<file path="src/rtl/coal_pkg.sv">
package coal_pkg;
  typedef enum logic {
    SZ_SMALL = 1'b0,
    SZ_LARGE = 1'b1
  } txn_size_e;
endpackage

</file>
<file path="src/rtl/coal_leader.sv">
module coal_leader #(
  parameter int LANES = 32,
  localparam int LW = $clog2(LANES)
) (
  input  logic [LANES-1:0] pending,
  output logic [LW-1:0]    lead_idx,
  output logic             any
);
  always_comb begin
    lead_idx = '0;
    any      = 1'b0;
    for (int i = LANES - 1; i >= 0; i--) begin
      if (pending[i]) begin
        lead_idx = LW'(i);
        any      = 1'b1;
      end
    end
  end
endmodule

</file>
<file path="src/rtl/coal_matcher.sv">
module coal_matcher #(
  parameter int LANES     = 32,
  parameter int AW        = 32,
  parameter int LARGE_SH  = 7,
  parameter int SMALL_SH  = 5,
  localparam int LW = $clog2(LANES)
) (
  input  logic [LANES*AW-1:0] addr_flat,
  input  logic [LANES-1:0]    pending,
  input  logic [LW-1:0]       lead_idx,
  input  logic                small_mode,
  output logic [AW-1:0]       base,
  output logic [LANES-1:0]    group
);
  localparam logic [AW-1:0] LARGE_OFS = AW'((1 << LARGE_SH) - 1);
  localparam logic [AW-1:0] SMALL_OFS = AW'((1 << SMALL_SH) - 1);

  logic [AW-1:0] lead_addr;

  always_comb begin
    lead_addr = addr_flat[lead_idx*AW +: AW];
    base      = small_mode ? (lead_addr & ~SMALL_OFS) : (lead_addr & ~LARGE_OFS);
  end

  for (genvar g = 0; g < LANES; g++) begin : g_lane
    logic [AW-1:0] lane_addr;
    logic          same_large;
    logic          same_small;
    always_comb begin
      lane_addr  = addr_flat[g*AW +: AW];
      same_large = (lane_addr[AW-1:LARGE_SH] == lead_addr[AW-1:LARGE_SH]);
      same_small = (lane_addr[AW-1:SMALL_SH] == lead_addr[AW-1:SMALL_SH]);
      group[g]   = pending[g] & (small_mode ? same_small : same_large);
    end
  end
endmodule

</file>
<file path="src/rtl/warp_coalescer.sv">
module warp_coalescer #(
  parameter int LANES       = 32,
  parameter int AW          = 32,
  parameter int LARGE_BYTES = 128,
  parameter int SMALL_BYTES = 32
) (
  input  logic                clk,
  input  logic                rst_n,
  input  logic                req_valid,
  output logic                req_ready,
  input  logic [LANES*AW-1:0] req_addr,
  input  logic [LANES-1:0]    req_mask,
  input  logic                req_store,
  input  logic                seg_mode,
  output logic                txn_valid,
  input  logic                txn_ready,
  output logic [AW-1:0]       txn_base,
  output logic                txn_size,
  output logic [LANES-1:0]    txn_lanes,
  output logic                txn_store,
  output logic                done
);
  import coal_pkg::*;

  localparam int LARGE_SH = $clog2(LARGE_BYTES);
  localparam int SMALL_SH = $clog2(SMALL_BYTES);
  localparam int LW       = $clog2(LANES);

  logic [LANES*AW-1:0] addr_q;
  logic [LANES-1:0]    pend_q, pend_d;
  logic                busy_q, busy_d;
  logic                small_q;
  logic                store_q;
  logic                done_q, done_d;
  logic                load_en;
  logic                fire;
  logic                last;

  logic [LW-1:0]       lead_idx;
  logic                any_pend;
  logic [AW-1:0]       grp_base;
  logic [LANES-1:0]    grp_lanes;

  coal_leader #(.LANES(LANES)) u_leader (
    .pending  (pend_q),
    .lead_idx (lead_idx),
    .any      (any_pend)
  );

  coal_matcher #(
    .LANES(LANES), .AW(AW), .LARGE_SH(LARGE_SH), .SMALL_SH(SMALL_SH)
  ) u_matcher (
    .addr_flat  (addr_q),
    .pending    (pend_q),
    .lead_idx   (lead_idx),
    .small_mode (small_q),
    .base       (grp_base),
    .group      (grp_lanes)
  );

  always_comb begin
    req_ready = !busy_q;
    txn_valid = busy_q && any_pend;
    txn_base  = grp_base;
    txn_lanes = grp_lanes;
    txn_size  = small_q ? SZ_SMALL : SZ_LARGE;
    txn_store = store_q;
    done      = done_q;
  end

  always_comb begin
    load_en = req_valid && req_ready;
    fire    = txn_valid && txn_ready;
    last    = fire && ((pend_q & ~grp_lanes) == '0);
    pend_d  = pend_q;
    busy_d  = busy_q;
    done_d  = 1'b0;
    if (load_en) begin
      pend_d = req_mask;
      busy_d = (req_mask != '0);
      done_d = (req_mask == '0);
    end else if (fire) begin
      pend_d = pend_q & ~grp_lanes;
      if (last) begin
        busy_d = 1'b0;
        done_d = 1'b1;
      end
    end
  end

  always_ff @(posedge clk or negedge rst_n) begin
    if (!rst_n) begin
      pend_q <= '0;
      busy_q <= 1'b0;
      done_q <= 1'b0;
    end else begin
      pend_q <= pend_d;
      busy_q <= busy_d;
      done_q <= done_d;
    end
  end

  always_ff @(posedge clk or negedge rst_n) begin
    if (!rst_n) begin
      addr_q  <= '0;
      small_q <= 1'b0;
      store_q <= 1'b0;
    end else if (load_en) begin
      addr_q  <= req_addr;
      small_q <= seg_mode;
      store_q <= req_store;
    end
  end

  AST_BASE_ALIGNED: assert property (@(posedge clk) disable iff (!rst_n)
    txn_valid |-> (txn_size ? (txn_base[LARGE_SH-1:0] == '0)
                            : (txn_base[SMALL_SH-1:0] == '0)));
  AST_GROUP_NONEMPTY: assert property (@(posedge clk) disable iff (!rst_n)
    txn_valid |-> (txn_lanes != '0));
  AST_GROUPS_DISJOINT: assert property (@(posedge clk) disable iff (!rst_n)
    (txn_valid && txn_ready) |=> (!txn_valid || ((txn_lanes & $past(txn_lanes)) == '0)));
  AST_STALL_STABLE: assert property (@(posedge clk) disable iff (!rst_n)
    (txn_valid && !txn_ready) |=> (txn_valid && $stable(txn_base) && $stable(txn_lanes)
                                   && $stable(txn_size)));
  AST_NO_ACCEPT_BUSY: assert property (@(posedge clk) disable iff (!rst_n)
    txn_valid |-> !req_ready);
  AST_DONE_IDLE: assert property (@(posedge clk) disable iff (!rst_n)
    done |-> (req_ready && !txn_valid));
  AST_DONE_PULSE: assert property (@(posedge clk) disable iff (!rst_n)
    done |=> !done);
endmodule

</file>
<file path="config.mk">
export PLATFORM = sky130hd
export DESIGN_NAME = warp_coalescer
export DESIGN_NICKNAME = d
export VERILOG_FILES = /design/src/rtl/coal_pkg.sv /design/src/rtl/coal_leader.sv /design/src/rtl/coal_matcher.sv /design/src/rtl/warp_coalescer.sv
export SDC_FILE = /design/constraint.sdc
export NUM_CORES = 2
export LEC_CHECK = 0
export BUFFER_PORTS_ARGS = -buffer_cell sky130_fd_sc_hd__buf_2
export CORE_AREA = 2 2 436 438
export CTS_BUF_LIST = sky130_fd_sc_hd__clkbuf_16
export DETAILED_ROUTE_END_ITERATION = 8
export DIE_AREA = 0 0 438 440
export PLACE_DENSITY = 0.53
export SLEW_MARGIN = 10
export SYNTH_ARGS = -nofsm -noshare
export SYNTH_HDL_FRONTEND = slang
export SYNTH_SLANG_ARGS = --single-unit
</file>
<file path="constraint.sdc">
create_clock -name clk -period 11.34 [get_ports clk]
set_input_delay 2.268 -clock clk [delete_from_list [all_inputs] [get_ports clk]]
set_output_delay 2.268 -clock clk [all_outputs]
set_load 0.05 [all_outputs]
</file>
==> impl_results.md <==
* Slew @ Worst Pin at 1.32 ns
* Internal Pwr Total at 5.74 mW
* Critical path class: reg -> out
* Layout cells sized above 1 at 17.6%
* # DRC at 0
* Hold buffer count at cts at 0
* Fmax at 0.0896 GHz
* Required @ worst endpoint at 9.07 ns
* Worst slew margin at 9.39%
* Max-Cap Viols at 0
* Gp weighted congestion at 1.02
* Starting Density at 29.8%
* Pins Over Slew Limit at 0
* DP HPWL at 280000 µm
* Seq pwr share at 42.8%
* Clock share of power at 37.7%
* Yosys top cell area share at 40.0%
* Status: complete, no violations
* LEAKAGE at 34.2 nW
* WL per Instance at 34.4 µm
* Tightest Hold Check Type: reg -> reg
* Setup TNS at 0 ns
* Logic pwr share at 19.5%
* Clock latency on the worst-skew pair at 0.81 ns
* Worst Path Max Fanout at 14
* Clock Sinks at 900
* # rows at 160
* Post-CTS sizing at 0
* Worst VDD drop at 0.113 mV
* Worst path top cell family by delay: simple AND/OR/NAND/NOR gates
* Post-Route WL at 367000 µm
* Initial antenna violation count at 47
* Number of synthesized flops with an enable pin at 0
* Critical Path AT at 8.89 ns
* Pwr Total at 8.64 mW
* Main flop type after synthesis: dfrtp_1
* Buffers and inverters on the worst path at 4
* Final Worst Setup Slack at 0.184 ns
* Post-CTS Setup Repair Bufs at 0
* Post-synth top cells: nand2_1, dfrtp_1, a21oi_1
* CORE AREA at 189000 µm²
* Gr usage total at 36.6%
* Total gr overflow at 0
* Die ar. at 193000 µm²
* Top cell by count, worst path: buf_4
* Via count at 62268
* Worst setup EP type: output port
* Most common cell in the netlist: nand2_1
* CTS tree: built
* Cell count after synthesis at 7409
* H-tree depth at 3
* Slowest cell on crit path: a2111oi_0
* Worst setup SP type: flop
* Max Root-Sink Buffers at 3
* Clock Skew at 0.0531 ns
* Vias per cell at 5.84
* Sequential fraction of the synthesis area at 40.0%
* Syn. warnings at 0
* Final Hold Fails at 0
* Router iterations before antenna repair at 8
* Final Core Density at 35.5%
* CTS Buf Count at 102
* PwrDens at 129 nW/µm²
* Root Driver: clkbuf_16
* Layout area overhead at 18.8%
* PortBufs at 965
* Endpoints failing setup at 0
* Sw Ratio at 33.5%
* Crit path largest cell delay at 1.15 ns
* Vias in the first global route at 57309
* # IOs at 1131
* First-pass GRT wire length at 485000 µm
* #FFs+latches synth at 900
* Synth cell types at 99
* Largest cells by area after synthesis: dfrtp_1, nand2_1, a21oi_1
* Die Span Y at 440 µm
* RSZ-0062 raised after global routing: false
* Largest net degree at the start of global routing at 199
* Switching Power at 2.90 mW
* Crit share post-route at 98.4%
* Clock edge transition at the registers on the reported setup and hold paths at 0.07 ns
* Synth async-reset ratio at 100%
* NumNets Final at 9117
* Leading area contributor after synthesis: dfrtp_1
* Crit path cell chain: nor2_1 -> o311ai_1 -> a31oi_1 -> or3_1 -> nand3_1 -> a21oi_1 -> a2111oi_0 -> nor4b_4 -> buf_4 -> and2_1 -> buf_4 -> xor2_1 -> nand4_1 -> nor4_1 -> buf_4 -> and2_1 -> buf_2
* Synth Cell Area at 56300 µm²
* Antenna-violating nets left at 0
* Pre-CTS setup slack at 1.37 ns
* Minimum clock period at 11.16 ns
* Die Wd at 438 µm
* Syn Area/Cell at 7.59 µm²
* Initial drt markers at 9145
-- area by class of cell --
| type | instances | area (µm²) |
|---|---|---|
| fillers | 20240 | 122000 |
| diodes | 20 | 50.0 |
| flip-flops and latches | 900 | 22500 |
| clock buffers | 103 | 2580 |
| repair buffers | 1155 | 6690 |
| clock inverters | 83 | 606 |
| well taps | 2511 | 3140 |
| multi-input cells | 5834 | 31000 |
| inverters | 62 | 233 |
-- path summary, 6_finish.rpt --
path	start	endpoint	slack [ns]	depth (start not counted)
setup / recovery	pend_q[6]$_DFFE_PN0P_	txn_lanes[24]	0.18	17
hold / removal	addr_q[16]$_DFFE_PN0P_	addr_q[16]$_DFFE_PN0P_	0.47	2
setup reg to reg	pend_q[6]$_DFFE_PN0P_	busy_q$_DFFE_PN0P_	2.30	19
hold reg to reg	addr_q[16]$_DFFE_PN0P_	addr_q[16]$_DFFE_PN0P_	0.47	2
max in group asynchronous	rst_n	addr_q[529]$_DFFE_PN0P_	7.76	3
min in group asynchronous	rst_n	addr_q[862]$_DFFE_PN0P_	1.43	1
-- registers in the layout (all words and copies together) (netlist names) --
name	flops
done	1
busy_q	1
pend_q	32
small_q	1
addr_q	864
txn_store	1
-- worst register-to-register path: stages (launching register included) --
cell and delay (ns):
dfrtp_1 0.53, nor2_1 0.09, o311ai_1 0.59, a31oi_1 0.30
or3_1 0.79, nand3_1 0.90, a21oi_1 0.09, a2111oi_0 1.15
nor4b_4 0.73, buf_4 0.33, and2_1 0.65, buf_4 0.39
xor2_1 0.19, nand4_1 0.11, nor4_1 0.54, buf_4 0.27
o22ai_1 0.16, or4_1 0.59, nor4_2 0.39, o22ai_1 0.13
-- cell families (layout without fill, tap and decap cells) --
group / Yosys count / after routing / synth area share, %
AOI/OAI and AO/OA: 1165 / 1165 / 12.5
DFF: 900 / 900 / 40.0
and+or+nand+nor: 4185 / 4185 / 33.9
other: 1 / 25 / 0.00667
muxes: 200 / 200 / 3.74
buffers and inverters: 679 / 1403 / 5.47
xor gates and xnor gates: 279 / 279 / 4.34
-- per-layer routing --
| layer | vias up | track usage, % | wire, µm |
|---|---|---|---|
| met2 | 4173 | 55.5 | 158000 |
| li1 | 26547 | - | - |
| met4 | 28 | 27.1 | 33000 |
| met5 | - | 0 | 188 |
| met1 | 30450 | 45.3 | 139000 |
| met3 | 1070 | 8.78 | 36900 |
-- per-stage QoR --
step	hold WS (ns)	instances	cell area, µm²
2_1_floorplan	0.442	7413	56300
5_1_grt	0.512	10653	66800
4_1_cts	0.481	10648	66800
3_5_place_dp	0.464	10462	63600
3_3_place_gp	0.462	10462	63600
6_report	0.475	10668	66900
-- power groups by stage --
| stage | Clock (mW) | Sequential [mW] | Combinational (mW) |
|---|---|---|---|
| finish | 3.26 | 3.69 | 1.69 |
| global route | 3.44 | 3.69 | 1.76 |
| CTS | 3.32 | 3.68 | 1.63 |
| detailed placement | 0 | 3.73 | 1.62 |
| global placement | 0 | 3.73 | 1.60 |
| floorplan | 0 | 3.55 | 0.898 |
-- cell usage in the layout, fill, tap and decap left out, drive strengths merged, types with 11 or more instances in the layout --
cell type,Yosys,layout
nand2,2861,2861
o41a,13,13
a21oi,683,683
clkinv,0,42
a31oi,17,17
nor2,35,35
dfrtp,900,900
nor4,276,276
or4,14,14
nand4,89,89
o21ai,129,129
a211oi,20,20
xor2,174,174
a21o,103,103
a32o,23,23
and3,455,455
a2111oi,26,26
o22a,11,11
diode,0,20
nand4b,47,47
mux2i,154,154
o22ai,43,43
and2,55,55
nor3,47,47
xnor2,105,105
a32oi,24,24
inv,62,91
buf,273,1155
nand3,240,240
and4,19,19
mux2,42,42
clkbuf,344,103
o211ai,16,16
Note: power is estimated with default switching activity, not from simulation.
